[config.mk]
export PLATFORM = sky130hd
export DESIGN_NAME = sdram_burst_colgen
export DESIGN_NICKNAME = d
export VERILOG_FILES = /design/src/rtl/colgen_pkg.sv /design/src/rtl/colgen_len.sv /design/src/rtl/colgen_seq.sv /design/src/rtl/colgen_addr.sv /design/src/rtl/sdram_burst_colgen.sv
export SDC_FILE = /design/constraint.sdc
export NUM_CORES = 1
export LEC_CHECK = 0
export ABC_AREA = 1
export BUFFER_PORTS_ARGS = -buffer_cell sky130_fd_sc_hd__buf_2
export CORE_MARGIN = 10
export CORE_UTILIZATION = 50
export DETAILED_ROUTE_END_ITERATION = 7
export PLACE_DENSITY_LB_ADDON = 0.15
export SETUP_SLACK_MARGIN = 0.02
export SYNTH_ARGS = -nofsm -noshare
export SYNTH_HDL_FRONTEND = slang
export SYNTH_SLANG_ARGS = --single-unit
[constraint.sdc]
create_clock -name clk -period 4.5 [get_ports clk]
set_clock_uncertainty 0.15 [all_clocks]
set_input_delay 0 -clock clk [delete_from_list [all_inputs] [get_ports clk]]
set_output_delay 0 -clock clk [all_outputs]
set_load 0.05 [all_outputs]
[src/rtl/colgen_pkg.sv]
package colgen_pkg;
  // log2 of the largest burst (8 beats)
  localparam int BEAT_W = 3;
  localparam int CODE_W = 2;

  typedef enum logic {
    ORD_WRAP = 1'b0,
    ORD_XOR  = 1'b1
  } order_e;
endpackage

[src/rtl/colgen_len.sv]
module colgen_len
  import colgen_pkg::*;
(
  input  logic [CODE_W-1:0] blen_code,
  input  logic              is_write,
  input  logic              single_write,
  output logic [BEAT_W-1:0] len_mask
);
  logic              force_one;
  logic [BEAT_W-1:0] prog_mask;

  assign force_one = single_write & is_write;

  // prog_mask = (1 << code) - 1, built bit by bit
  for (genvar b = 0; b < BEAT_W; b++) begin : g_mask
    assign prog_mask[b] = (int'(blen_code) > b);
  end

  assign len_mask = force_one ? '0 : prog_mask;
endmodule

[src/rtl/colgen_seq.sv]
module colgen_seq
  import colgen_pkg::*;
(
  input  logic              clk,
  input  logic              rst_n,
  input  logic              start,
  input  logic [BEAT_W-1:0] len_mask_in,
  output logic              active,
  output logic [BEAT_W-1:0] beat_cnt,
  output logic [BEAT_W-1:0] len_mask_q,
  output logic              at_end
);
  assign at_end = active && (beat_cnt == len_mask_q);

  always_ff @(posedge clk) begin
    if (!rst_n) begin
      active     <= 1'b0;
      beat_cnt   <= '0;
      len_mask_q <= '0;
    end else if (start) begin
      active     <= 1'b1;
      beat_cnt   <= '0;
      len_mask_q <= len_mask_in;
    end else if (active) begin
      if (beat_cnt == len_mask_q) begin
        active <= 1'b0;
      end else begin
        beat_cnt <= beat_cnt + 1'b1;
      end
    end
  end
endmodule

[src/rtl/colgen_addr.sv]
module colgen_addr
  import colgen_pkg::*;
#(
  parameter int COL_W = 9
) (
  input  logic [COL_W-1:0]  base_col,
  input  logic [BEAT_W-1:0] len_mask,
  input  logic [BEAT_W-1:0] beat_cnt,
  input  order_e            order,
  output logic [COL_W-1:0]  col
);
  logic [BEAT_W-1:0] low_wrap;
  logic [BEAT_W-1:0] low_xor;
  logic [BEAT_W-1:0] low_sel;

  assign low_wrap = base_col[BEAT_W-1:0] + beat_cnt;
  assign low_xor  = base_col[BEAT_W-1:0] ^ beat_cnt;
  assign low_sel  = (order == ORD_XOR) ? low_xor : low_wrap;

  // bits inside the burst block follow the order, bits outside stay
  for (genvar b = 0; b < BEAT_W; b++) begin : g_low
    assign col[b] = len_mask[b] ? low_sel[b] : base_col[b];
  end
  assign col[COL_W-1:BEAT_W] = base_col[COL_W-1:BEAT_W];
endmodule

[src/rtl/sdram_burst_colgen.sv]
module sdram_burst_colgen
  import colgen_pkg::*;
#(
  parameter int COL_W = 9
) (
  input  logic             clk,
  input  logic             rst_n,
  input  logic             start,
  input  logic [COL_W-1:0] start_col,
  input  logic [1:0]       blen_code,
  input  logic             interleave,
  input  logic             is_write,
  input  logic             single_write,
  output logic [COL_W-1:0] col_addr,
  output logic             beat_valid,
  output logic             last_beat
);
  logic [COL_W-1:0]  base_q;
  order_e            order_q;
  logic [BEAT_W-1:0] mask_next;
  logic [BEAT_W-1:0] mask_q;
  logic [BEAT_W-1:0] cnt_q;
  logic              active_q;
  logic              end_q;

  colgen_len u_len (
    .blen_code    (blen_code),
    .is_write     (is_write),
    .single_write (single_write),
    .len_mask     (mask_next)
  );

  colgen_seq u_seq (
    .clk         (clk),
    .rst_n       (rst_n),
    .start       (start),
    .len_mask_in (mask_next),
    .active      (active_q),
    .beat_cnt    (cnt_q),
    .len_mask_q  (mask_q),
    .at_end      (end_q)
  );

  always_ff @(posedge clk) begin
    if (!rst_n) begin
      base_q  <= '0;
      order_q <= ORD_WRAP;
    end else if (start) begin
      base_q  <= start_col;
      order_q <= interleave ? ORD_XOR : ORD_WRAP;
    end
  end

  colgen_addr #(.COL_W(COL_W)) u_addr (
    .base_col (base_q),
    .len_mask (mask_q),
    .beat_cnt (cnt_q),
    .order    (order_q),
    .col      (col_addr)
  );

  assign beat_valid = active_q;
  assign last_beat  = end_q;
endmodule

==> out/results.ini, run 1 <==
[yosys]
synth_area_leader_cell = dfxtp_1
ys_warn_count = 0
synth_cell_type_count = 18
syn_area_um2 = 833
syn_area_per_cell_um2 = 7.31
syn_inst = 114
synthTopCellsByArea = dfxtp_1 (41%), nor2_1 (9.5%), o21ai_0 (8.4%)
yosysTopAreaCellShare = 0.408
synth_seq_cells = 17
synth_fp_nets = 135
synth_seq_area_share = 0.408

[grt]
grt_pass1_vias = 926
grt_pass1_wl_mm = 4.19
track_usage = 0.148
grt-ovfl-total = 0
antenna_found_initial = 0
grt_max_degree = 15

[setup_path]
cpPeakStageDelay_ns = 0.61
cp_max_fo = 14
slowest_stage = dlygate4sd3_1
crit_top_cell = dlygate4sd3_1
critical_path_class = in -> reg
arrival_ns = 2.48
crit_chain = dlygate4sd3_1 > buf_2 > inv_2 > a21oi_1 > dlygate4sd3_1 > o21ai_0 > o22ai_1 > dlygate4sd3_1
crit_buf_inv = 5
cp.required_ns = 4.60
start_kind = input port
cp-end-kind = flip-flop
crit_family = buffers and inverters

[power_and_ir_drop]
peakVddDrop_v = 0.000219
cellPowerDensity_mw_per_mm2 = 277
power.leakage_uw = 0.000610

[floorplanning]
dieArea_mm2 = 0.00370
rows = 14
initial_core_util = 0.541
dieHeight_um = 60.8
chipWidth_um = 60.8
core_area_mm2 = 0.00154
ios = 28

[layout]
fin_nets = 187
diodes = 0
finalCoreUtilization = 0.808
drive_above_1_share = 0.206
area_delta_synth_final_pct = 49.4
fillers = 100

[drt]
wl_per_cell_um = 13.7
drc = 0
drt-total-wl_mm = 2.49
avgViaCountPerCell = 4.94
vias = 894
ant_nets = 0
dr.pass1.iters = 4
drtIter0Drc = 8

[cts]
cts-resized-gates = 0
htreeDepth = 1
worstSkewPairLatency_ns = 0.30
numCtsBuffers = 3
post-cts-setup-buffer-count = 0
cts_tree = done
cts_root_buffer = clkbuf_4
clockBufferDepth = 2
clk_pin_slew_ns = 0.10
clock_sinks = 17

[timing]
slew_viol_final = 0
slew_headroom = 0.827
min_period_over_period = 0.529
finalSetupTns_ns = 0
period_minus_slack_ns = 2.38
hold_viol = 0
setup_viol_count_final = 0
rsz0062_at_grt = no
clock.fmax_ghz = 0.420
worst_pin_slew_ns = 0.261

[job]
max_cap_violations = 0

[worst_hold_path]
hold_class = reg -> reg

[place]
io_buffers = 27
dpl.hpwl_mm = 1.47
gp_congestion = 0.759

[status]
outcome = completed

==> layout make-up <==
cell class / count / area [um^2] / share of cell area
Clock buffer: 3 / 22.5 / 0.0181
Clock inverter: 1 / 5.00 / 0.00402
Inverter: 15 / 56.3 / 0.0452
Multi-Input combinational cell: 73 / 375 / 0.302
Sequential cell: 17 / 340 / 0.273
Tap cell: 16 / 20.0 / 0.0161
Timing Repair Buffer: 56 / 425 / 0.342
==> flip-flops by register name, indices dropped and copies added (netlist names) <==
| name | cells |
|---|---|
| base_q | 9 |
| order_q | 1 |
| u_seq.active | 1 |
| u_seq.beat_cnt | 3 |
| u_seq.len_mask_q | 3 |
==> report_power, final <==
part	switching (uW)	internal (uW)
Clock	50.9	33.2
Sequential	6.29	159
Combinational	57.3	38.4
Total	114	231
==> path summary, 6_finish.rpt <==
kind                                start             endpoint  slack, ns  cells past startpoint
worst max-delay path                start  u_seq.len_mask_q[0]       2.12                      8
worst min-delay path              order_q              order_q       0.37                      2
worst max register to register  base_q[4]            base_q[4]       3.10                      3
worst min register to register    order_q              order_q       0.37                      2
==> cells by family after synthesis <==
family	count (synthesis)	share of synthesized area
DFF	17	0.408
adders and majority gates	4	0.0691
AOI/OAI and AO/OA	26	0.159
and+or+nand+nor	41	0.201
xor gates and xnor gates	2	0.0210
buffers and inverters	24	0.141
==> layer usage <==
metal  vias up  part of all wire  GRT usage
met5         -                 0          0
met4         0             0.024     0.0658
met3         7             0.055     0.0376
met2        22              0.54      0.282
met1       409              0.38      0.144
li1        456                 -          -
==> worst min-delay path, stage by stage (launching register included) <==
cell	delay, ns
dfxtp_1	0.32
inv_1	0.09
a21oi_1	0.07
==> cells in the final DEF (no fill, tap or decap), types with 3 or more instances in the layout <==
master	count
o21ai_0	14
dlygate4sd3_1	29
nor2_1	21
nand3_1	4
a21oi_1	9
ha_1	3
buf_2	27
clkbuf_4	3
nand2_1	14
inv_1	14
dfxtp_1	17
==> cell usage after synthesis <==
cell / instances
nand3_2: 1
clkbuf_1: 1
o21ai_1: 1
ha_1: 3
inv_1: 14
nor2_1: 21
a21oi_1: 9
o21ai_0: 14
buf_2: 1
fa_1: 1
dfxtp_1: 17
buf_4: 7
inv_2: 1
o22ai_1: 2
nand2_1: 14
nor2_2: 1
nand3_1: 4
xnor2_1: 2
==> through the flow <==
| stage | hold WS [ns] | cells | setup slack (ns) | instance area (um^2) | total power [uW] |
|---|---|---|---|---|---|
| 6_report | 0.373 | 181 | 2.12 | 1240 | 345 |
| 5_1_grt | 0.409 | 181 | 2.00 | 1240 | 360 |
| 4_1_cts | 0.353 | 181 | 2.23 | 1240 | 343 |
| 3_5_place_dp | 0.0802 | 148 | 2.61 | 927 | 242 |
| 3_3_place_gp | 0.0710 | 148 | 2.69 | 927 | 239 |
| 2_1_floorplan | -0.0151 | 114 | 2.39 | 833 | 226 |
==> repair_timing <==
item | 4_1_cts | 5_1_grt
hold buffers | 29 | 0
endpoints found under the setup margin | 0 | 0
hold endpoints to repair | 17 | 0
No activity file was read; power rests on OpenSTA's default activity.
==> inputs of run 2 (changes only) <==
CORE_UTILIZATION = 48   (was 50)
clock period = 2.5 ns   (was 4.5 ns; I/O delays follow)
==> out/results.ini, run 2 (synthesis gave the netlist of run 1 again) <==
[floorplanning]
dieArea_mm2 = 0.00380
dieHeight_um = 61.7
rows = 14
chipWidth_um = 61.7
initial_core_util = 0.529
ios = 28
core_area_mm2 = 0.00158

[timing]
period_minus_slack_ns = 2.36
worst_pin_slew_ns = 0.286
rsz0062_at_grt = no
min_period_over_period = 0.945
slew_headroom = 0.807
hold_viol = 0
finalSetupTns_ns = 0
slew_viol_final = 0
clock.fmax_ghz = 0.423
setup_viol_count_final = 0

[power_and_ir_drop]
power.leakage_uw = 0.000607
cellPowerDensity_mw_per_mm2 = 498
peakVddDrop_v = 0.000473

[layout]
multi_input_area_um2 = 375
largest_reg_flops = 9
finalCoreUtilization = 0.789
ff_latch_area_um2 = 340
top_regs = base_q x9, u_seq.beat_cnt x3, u_seq.len_mask_q x3
fillers = 105
final_common_cell = dlygate4sd3_1
final_cell_mix = dlygate4sd3_1 (29), buf_2 (27), nor2_1 (21)
final_cells = 181
fin_nets = 187
drive_above_1_share = 0.200
diodes = 0
regMostFlops = base_q
area_delta_synth_final_pct = 49.2

[setup_path]
arrival_ns = 2.44
cp_max_fo = 14
cp.required_ns = 2.58
critPathLaunch = start
start_kind = input port
r2r_start = base_q[2]
critical_path_class = in -> reg
cp-end-kind = flip-flop

[status]
outcome = completed

[grt]
use_met1 = 0.153
track_usage = 0.161
grt_max_degree = 15
grt-ovfl-total = 0
grt_pass1_vias = 1050
antenna_found_initial = 0
grt.met3_usage = 0.0453
grt_pass1_wl_mm = 4.55
grt_use_met2 = 0.287
busiest_layer = met2

[place]
placedCellCount = 148
dpl.hpwl_mm = 1.52
io_buffers = 27
gp_congestion = 0.714

[cts]
clock_sinks = 17
numCtsBuffers = 3
clk_pin_slew_ns = 0.10
clockBufferDepth = 2
cts_root_buffer = clkbuf_4
worstSkewPairLatency_ns = 0.29
cts_tree = done
htreeDepth = 1

[drt]
drt-total-wl_mm = 2.74
ant_nets = 0
wl_per_cell_um = 15.2
dr.pass1.iters = 4
avgViaCountPerCell = 5.14
drtIter0Drc = 18
drc = 0
vias = 930

[job]
max_cap_violations = 0

[worst_hold_path]
worstHoldStart = u_seq.len_mask_q[1]
hold_class = reg -> reg

## run 2: changes by cell type in the layout (fill, tap and decap cells not counted), sizes merged
cell    delta
clkbuf     +1
clkinv     -1
## run 2: worst max-delay path, stage by stage
cell	delay (ns)
dlygate4sd3_1	0.53
buf_2	0.22
inv_2	0.15
a21oi_1	0.18
dlygate4sd3_1	0.56
o21ai_0	0.10
o22ai_1	0.14
dlygate4sd3_1	0.57
## run 2: final cells by class
class,instances,area share
clock buffers,4,0.0211
flip-flops and latches,17,0.274
repair buffers,56,0.342
inverters,15,0.0453
well taps,16,0.0161
multi-input cells,73,0.302
## run 2: repair_timing
action / CTS / global route
gates resized for setup: 0 / 0
setup buffers: 0 / 0
hold endpoints to repair: 17 / 0
hold buffers: 29 / 0
## run 2: power breakdown
part           switching, uW  internal (uW)
clock                   83.4           61.9
sequential              12.3            287
combinational            106           69.2
## run 2: routing by layer
layer  vias to the layer above  wire length [um]
li1                        454                 -
met1                       418              1040
met3                        18               160
met4                         0               174
met2                        40              1370
met5                         -                 0
## run 2: path summary, 6_finish.rpt
path                                       endpoint  slack [ns]  cells after the start
worst min register to register  u_seq.len_mask_q[1]        0.40                      2
worst min-delay path            u_seq.len_mask_q[1]        0.40                      2
worst max-delay path            u_seq.len_mask_q[0]        0.14                      8
worst max register to register            base_q[2]        0.97                      3
## run 2: through the flow
step,cell area (um^2),setup slack [ns],total power (uW),hold slack (ns)
final,1240,0.137,619,0.398
after detailed placement,927,0.616,435,0.0778
after CTS,1240,0.240,613,0.370
after global routing,1240,0.0353,646,0.421
after global placement,927,0.678,431,0.0721
after floorplan,833,0.387,407,-0.0151
